### src/rtl/tod_pkg.sv
package tod_pkg;
    localparam int ADDR_W = 2;
    localparam int BYTE_W = 8;
    localparam int DIG_W  = 7;

    localparam logic [ADDR_W-1:0] A_SEC  = 2'd0;
    localparam logic [ADDR_W-1:0] A_MIN  = 2'd1;
    localparam logic [ADDR_W-1:0] A_HOUR = 2'd2;

    localparam logic [BYTE_W-1:0] SEC_RST  = 8'h80;
    localparam logic [BYTE_W-1:0] MIN_RST  = 8'h00;
    localparam logic [BYTE_W-1:0] HOUR_RST = 8'h00;

    typedef struct packed {
        logic [BYTE_W-1:0] sec;
        logic [BYTE_W-1:0] min;
        logic [BYTE_W-1:0] hour;
    } tod_regs_t;
endpackage

### src/rtl/tod_bcd_wrap.sv
// Two-digit BCD step: advances by one when inc is high, wraps at MAX.
module tod_bcd_wrap #(
    parameter int          W   = 7,
    parameter logic [6:0]  MAX = 7'h59
) (
    input  logic [W-1:0] val_i,
    input  logic         inc_i,
    output logic [W-1:0] val_o,
    output logic         carry_o
);
    localparam int TW = W - 4;

    logic [3:0]    units;
    logic [TW-1:0] tens;

    assign units = val_i[3:0];
    assign tens  = val_i[W-1:4];

    always_comb begin
        val_o   = val_i;
        carry_o = 1'b0;
        if (inc_i) begin
            if (val_i == MAX[W-1:0]) begin
                val_o   = '0;
                carry_o = 1'b1;
            end else if (units == 4'd9) begin
                val_o = {tens + 1'b1, 4'd0};
            end else begin
                val_o = {tens, units + 4'd1};
            end
        end
    end
endmodule

### src/rtl/tod_hour_step.sv
// Hour advance for both counting modes, selected by bit 7 of the byte.
module tod_hour_step (
    input  logic [7:0] hour_i,
    input  logic       inc_i,
    output logic [7:0] hour_o
);
    logic       mode12;
    logic       pm;
    logic [4:0] f12;
    logic [5:0] f24;
    logic [4:0] f12_n;
    logic [5:0] f24_n;
    logic       pm_n;

    assign mode12 = hour_i[7];
    assign pm     = hour_i[5];
    assign f12    = hour_i[4:0];
    assign f24    = hour_i[5:0];

    always_comb begin
        f12_n = f12;
        pm_n  = pm;
        if (f12 == 5'h12) begin
            f12_n = 5'h01;
        end else if (f12 == 5'h11) begin
            f12_n = 5'h12;
            pm_n  = ~pm;
        end else if (f12[3:0] == 4'd9) begin
            f12_n = {f12[4] + 1'b1, 4'd0};
        end else begin
            f12_n = {f12[4], f12[3:0] + 4'd1};
        end
    end

    always_comb begin
        if (f24 == 6'h23) begin
            f24_n = 6'h00;
        end else if (f24[3:0] == 4'd9) begin
            f24_n = {f24[5:4] + 2'd1, 4'd0};
        end else begin
            f24_n = {f24[5:4], f24[3:0] + 4'd1};
        end
    end

    always_comb begin
        if (!inc_i) begin
            hour_o = {hour_i[7], 1'b0, hour_i[5:0]};
        end else if (mode12) begin
            hour_o = {1'b1, 1'b0, pm_n, f12_n};
        end else begin
            hour_o = {1'b0, 1'b0, f24_n};
        end
    end
endmodule

### src/rtl/tod_bcd_counter.sv
module tod_bcd_counter
    import tod_pkg::*;
(
    input  logic              clk,
    input  logic              rst_n,
    input  logic              tick_i,
    input  logic              wr_en_i,
    input  logic [ADDR_W-1:0] wr_addr_i,
    input  logic [BYTE_W-1:0] wr_data_i,
    input  logic [ADDR_W-1:0] rd_addr_i,
    output logic [BYTE_W-1:0] rd_data_o
);
    localparam int NPAIR = 2;

    tod_regs_t regs_d, regs_q;

    logic             adv;
    logic [NPAIR:0]   inc;
    logic [DIG_W-1:0] pair_in  [NPAIR];
    logic [DIG_W-1:0] pair_out [NPAIR];
    logic [7:0]       hour_nxt;

    // A tick counts only when not halted and no write is present.
    assign adv        = tick_i & ~wr_en_i & ~regs_q.sec[7];
    assign inc[0]     = adv;
    assign pair_in[0] = regs_q.sec[DIG_W-1:0];
    assign pair_in[1] = regs_q.min[DIG_W-1:0];

    for (genvar g = 0; g < NPAIR; g++) begin : g_pair
        tod_bcd_wrap #(.W(DIG_W), .MAX(7'h59)) u_wrap (
            .val_i  (pair_in[g]),
            .inc_i  (inc[g]),
            .val_o  (pair_out[g]),
            .carry_o(inc[g+1])
        );
    end

    tod_hour_step u_hour (
        .hour_i(regs_q.hour),
        .inc_i (inc[NPAIR]),
        .hour_o(hour_nxt)
    );

    always_comb begin
        regs_d = regs_q;
        if (wr_en_i) begin
            case (wr_addr_i)
                A_SEC:   regs_d.sec  = wr_data_i;
                A_MIN:   regs_d.min  = {1'b0, wr_data_i[6:0]};
                A_HOUR:  regs_d.hour = {wr_data_i[7], 1'b0, wr_data_i[5:0]};
                default: regs_d = regs_q;
            endcase
        end else begin
            regs_d.sec  = {regs_q.sec[7], pair_out[0]};
            regs_d.min  = {1'b0, pair_out[1]};
            regs_d.hour = hour_nxt;
        end
    end

    always_ff @(posedge clk or negedge rst_n) begin
        if (!rst_n) begin
            regs_q <= '{sec: SEC_RST, min: MIN_RST, hour: HOUR_RST};
        end else begin
            regs_q <= regs_d;
        end
    end

    always_comb begin
        case (rd_addr_i)
            A_SEC:   rd_data_o = regs_q.sec;
            A_MIN:   rd_data_o = regs_q.min;
            A_HOUR:  rd_data_o = regs_q.hour;
            default: rd_data_o = '0;
        endcase
    end
endmodule

### config.mk
export PLATFORM = sky130hd
export DESIGN_NAME = tod_bcd_counter
export DESIGN_NICKNAME = d
export VERILOG_FILES = /design/src/rtl/tod_pkg.sv /design/src/rtl/tod_bcd_wrap.sv /design/src/rtl/tod_hour_step.sv /design/src/rtl/tod_bcd_counter.sv
export SDC_FILE = /design/constraint.sdc
export NUM_CORES = 1
export LEC_CHECK = 0
export BUFFER_PORTS_ARGS = -buffer_cell sky130_fd_sc_hd__buf_2
export CAP_MARGIN = 20
export CORE_ASPECT_RATIO = 2
export CORE_MARGIN = 3
export CORE_UTILIZATION = 35
export DETAILED_ROUTE_END_ITERATION = 8
export SLEW_MARGIN = 0
export SYNTH_ARGS = -nofsm -noshare
export SYNTH_HDL_FRONTEND = slang
export SYNTH_HIERARCHICAL = 1
export SYNTH_SLANG_ARGS = --single-unit
### constraint.sdc
create_clock -name clk -period 2.6 [get_ports clk]
set_input_delay 0.78 -clock clk [delete_from_list [all_inputs] [get_ports clk]]
set_output_delay 0.78 -clock clk [all_outputs]
set_load 0.05 [all_outputs]
### Word-level counts from Yosys, hierarchy flattened

Index checks and enable logic that the tools add are counted.

* add/sub/neg operators: 7
* multipliers: 0
* div/mod/pow operators: 0
* order comparisons: 0
* equal/unequal tests: 18
* shifts and indexed selects: 0
* muxes and demuxes: 24
* bitwise gates (word level): 5
* reduce and logical (&&, ||, !) cells: 16

Operators by type and width (number)
* 2-to-1 mux 7 bit: 7
* 2-to-1 mux 8 bit: 4
* one-hot mux 8 bit (3 select lines): 1
* 2-to-1 mux 23 bit: 1
* 2-to-1 mux 5 bit: 3
* == test 7 bit (second input constant): 2
* adder 4 x 1 -> 4 bit (second input constant): 3
* == test 4 bit (second input constant): 3
* 2-to-1 mux 6 bit: 2
* == test 5 bit (second input constant): 2
* AND reduction 2 bit: 4
* adder 3 x 1 -> 3 bit (second input constant): 2
* == test 6 bit (second input constant): 1
* 2-to-1 mux 1 bit: 6
* inequality test 2 x 1 -> 1 bit (second input constant): 3
* AND reduction 3 bit: 2
* nonzero test 2 bit: 3
* nonzero test 3 bit: 2
* inequality test 5 x 2 -> 1 bit (second input constant): 1
* AND reduction 5 bit: 1
* == test 2 x 1 -> 1 bit (second input constant): 2
* == test 2 bit (second input constant): 2
* zero test 2 bit: 2
* AND reduction 4 bit: 1
* 7 further kinds: 10

* register bits after elaboration: 24
* bits in latches: 0
* bits in writable memories: 0
* ROM bits: 0
* bits of input ports: 16
* word-level logic and storage cells: 80
* memories: 0

### Depth between registers and ports, before layout

* depth in word-level cells: 7
* mapped depth: 14
* mapped depth without buffers: 11

### By module

Netlist, hierarchy kept.

Modules (own cells, without submodules)
* tod_bcd_counter: instances 1, cells an instance 149, area each 1388.8 µm², seq. area each 576.8 µm²
* tod_bcd_wrap: instances 2, cells an instance 32, area each 236.5 µm², seq. area each 0.0 µm²
* tod_hour_step: instances 1, cells an instance 42, area each 306.5 µm², seq. area each 0.0 µm²

### Worst setup path after synthesis

No wires, ideal clock.

* kind: input to register
* start point: input port wr_en_i
* end point: register regs_q[2]
* library setup time: 0.090 ns
* arrival: 3.555 ns
* data required time: 2.510 ns
* setup slack: -1.045 ns
* cell stages on the path: 14
* path buffers: 4
* cell sequence: buf_2 buf_4 buf_2 nor3b_1 nand4b_4 nor2_1 nand4b_4 nor2_1 buf_2 nand3_1 a211oi_1 a21o_2 inv_1 o221ai_1

* cells in the longest elaborated chain, start to end: 7
* elaborated cells between the ends (all ways): 9
* those cells by class: eq/ne (1); mux (3); bitwise (3); reduce/logical (2)

Ends and longest elaborated chain
* start: declaration: line tod_bcd_counter.sv:7 `input logic wr_en_i,`
* inverter 1 bit: line tod_bcd_counter.sv:24 `assign adv = tick_i & ~wr_en_i & ~regs_q.sec[7];`
* bitwise AND 1 bit (2 in series): line tod_bcd_counter.sv:24
* via adv: line tod_bcd_counter.sv:17 `logic adv;`
* 2-to-1 mux 1 bit: line tod_bcd_wrap.sv:22 `if (inc_i) begin`
* via inc[1]: line tod_bcd_counter.sv:18 `logic [NPAIR:0] inc;`
* 2-to-1 mux 1 bit: line tod_bcd_wrap.sv:22
* via inc[2]: line tod_bcd_counter.sv:18
* nonzero test 2 bit (no line)
* AND reduction 2 bit (no line)
* end signal: assignment: line tod_bcd_counter.sv:62 `regs_q <= '{sec: SEC_RST, min: MIN_RST, hour: HOUR_RST};`
* end signal: assignment: line tod_bcd_counter.sv:64 `regs_q <= regs_d;`
* end: declaration: line tod_bcd_counter.sv:15 `tod_regs_t regs_d, regs_q;`

The timed path passes the listed nets, and every way through them passes these cells.
A chain may end at the register's enable or synchronous reset.

### Final worst setup path

* start point: input port rd_addr_i[1]
* end point: output port rd_data_o[1]

* cells in the longest elaborated chain, start to end: 2
* elaborated cells between the ends (all ways): 4
* those cells by class: eq/ne (2); mux (1); reduce/logical (1)

Ends and longest elaborated chain
* start: declaration: line tod_bcd_counter.sv:10 `input logic [ADDR_W-1:0] rd_addr_i,`
* == test 2 bit, or another cell as far along: line tod_bcd_counter.sv:69 `case (rd_addr_i)`
* one-hot mux 8 bit (3 select lines) (*): line tod_bcd_counter.sv:69
* end: declaration: line tod_bcd_counter.sv:11 `output logic [BYTE_W-1:0] rd_data_o`

Mark *: on every way between the ends. The rest lies on a longest branch, timed or not.

==> flow_summary.ini <==
[outcome]
outcome = complete, no violations

[clock_tree]
cts_buffers = 3
cts_root_buffer = clkbuf_16
clockBufferDepth = 2
h-tree-depth = 1
clkSlewWorstSetupHoldPaths_ps = 60
cts_resized = 0
ctsHoldBuffers = 0
insertion_delay_ps = 270
cts_sinks = 23
postCtsSetupBuffers = 0
cts_tree = built

[global_routing]
first_global_vias = 1820
grt_max_degree = 60
grt_pass1_wl_um = 9632
antenna_found_initial = 0
gr-total-overflow = 0
grt_usage = 0.1779

[worst_setup_path]
critical_path_class = in2out
crit_required_ps = 1820
endpoint_kind = primary output
arrival_ps = 1670
worstPathMaxFanout = 8
crit_path_start_kind = primary input

[synthesis]
yosys.area.top_type_share = 0.2539
seq_area_frac_synth = 0.2660
syn-num-nets = 280
syn_area_um2 = 2168
yosysWarnings = 6
syn_inst = 255
netlist.top_cell.by_area = dfrtp_1
synth_ff_type = dfrtp_1
synth-edff-count = 0
async_reset_ff_frac = 1.000
synth_cell_types = 50
synth-seq-cells = 23
synth_area_leaders = dfrtp_1 25%, nand4b_1 6.1%, o221ai_1 5.3%, ha_1 5.2%, o21ai_0 4.4%
syn_area_per_cell_um2 = 8.503

[route]
wl_per_cell_um = 17.35
m1WireLength_um = 2146
highest_layer = met4
drc_errors = 0
route.met2.wl_um = 3393
vias = 1903
drt.antenna.violating_nets = 0
via_per_inst = 5.681
first_pass_iters = 4
dr_wl_met3_um = 131
drt-total-wl_um = 5811
drtIter0Drc = 61

[sta]
worst_slack_ps = 146.8
rsz0062_at_grt = no
drv_slew = 0
fmax_ghz = 0.4076
period_minus_slack_ps = 2453
setup_viol = 0
maxSlewHeadroom = 0.6125
fin_skew_ps = 7.070
tns_ps = 0
fin_crit_sh = 0.9435
worst_slew_pin_slew_ps = 581.3
finalHoldViolations = 0

[min_path]
hold_class = in2async

[floorplanning]
rows = 40
chipHeight_um = 117.3
io_pins = 24
die_x_um = 61.66
floorplan.core_area_um2 = 6006
initial_utilization = 0.3610
die-area_um2 = 7233

[layout]
diodes = 0
areaGrowthSynthToFinish_pct = 14.54
n_fill_cell = 615
mostFrequentLayoutCells = 24 x inv_1, 24 x nand2_1, 23 x buf_2, 22 x dfrtp_1, 18 x o21ai_0
final_net_count = 298
drive_gt1_frac = 0.2279

[placement]
place_ws_ps = 77.73
io_buffers = 23
place.gp.congestion = 0.7700
dp_hpwl_um = 4321

[pwr]
p_leak_nw = 1.124
finalPower_mw = 1.402
power_density_nw_per_um2 = 564.4
ir_drop_uv = 404.1

[job]
maxCapViolCount = 0
-- Yosys cell counts (3+ instances only) --
| master | count |
|---|---|
| inv_1 | 24 |
| nand2_1 | 24 |
| dfrtp_1 | 22 |
| o21ai_0 | 19 |
| nand4b_1 | 15 |
| nor2_1 | 13 |
| o221ai_1 | 13 |
| buf_2 | 9 |
| ha_1 | 9 |
| mux2i_1 | 8 |
| a31oi_1 | 7 |
| clkbuf_1 | 7 |
| o2bb2ai_1 | 7 |
| or3b_1 | 7 |
| a21o_1 | 5 |
| nand2b_1 | 5 |
| nor3b_2 | 5 |
| buf_4 | 4 |
| nand3_1 | 4 |
| nand3b_1 | 4 |
| a21oi_1 | 3 |
| and2_1 | 3 |
| nor2b_1 | 3 |
| o21ai_1 | 3 |
-- cell families (layout without fill, tap and decap cells) --
| kind of cell | count (synthesis) | in the layout | share of synthesized area |
|---|---|---|---|
| adder cells (fa/ha/maj) | 9 | 9 | 0.05193 |
| AND/OR/NAND/NOR | 97 | 97 | 0.3133 |
| multiplexers | 9 | 9 | 0.04212 |
| AO/OA/AOI/OAI | 68 | 68 | 0.2193 |
| flip-flops | 23 | 23 | 0.2660 |
| other | 1 | 1 | 0.001729 |
| buffers and inverters | 45 | 62 | 0.09348 |
| XOR/XNOR | 3 | 3 | 0.01212 |
-- worst max-delay path, cell delays in order --
cell	delay, ps
buf_2	120
buf_12	140
mux2i_1	160
o2bb2ai_2	190
buf_2	280
-- final timing paths --
check | start | to | slack, ps | cells past startpoint
worst max-delay path | rd_addr_i[1] | rd_data_o[1] | 150 | 5
worst min-delay path | rst_n | regs_q[6] | 510 | 1
worst max register to register | pair_in[8] | regs_q[2] | 440 | 12
worst min register to register | regs_q[6] | regs_q[6] | 540 | 2
max in group asynchronous | rst_n | pair_in[12] | 1700 | 1
min in group clk | regs_q[6] | regs_q[6] | 540 | 2
-- flip-flops by register name (all words and copies together) (netlist names) --
| register | flops |
|---|---|
| regs_q | 9 |
| pair_in | 14 |
-- metrics by stage --
step / instance area [um2] / util / cells / hold slack [ps]
finish: 2484 / 0.4135 / 335 / 513.8
detailed placement: 2405 / 0.4004 / 331 / 540.4
global route: 2484 / 0.4135 / 335 / 548.7
floorplan: 2251 / - / 255 / 484.4
global placement: 2405 / 0.4004 / 331 / 526.5
CTS: 2484 / 0.4135 / 335 / 536.3
-- cell type report --
class	count	area, um2	area share
Clock buffer	4	78.83	0.03174
Inverter	24	90.09	0.03627
Multi-Input combinational cell	187	1449	0.5834
Sequential cell	23	576.8	0.2322
Tap cell	63	78.83	0.03174
Timing Repair Buffer	34	210.2	0.08463
-- per-layer routing --
layer  GRT usage  vias to the layer above
met5           0                        -
met2      0.3038                       28
met1      0.2109                      908
met4     0.08499                        0
li1            -                      961
met3     0.01432                        6
-- report_power, final --
group / internal, mW / leakage (nW) / switching [mW]
logic: 0.219 / 0.808 / 0.280
clock network: 0.210 / 0.0382 / 0.139
registers: 0.422 / 0.278 / 0.133
total: 0.851 / 1.12 / 0.551
Power figures use the tool's default switching activity.
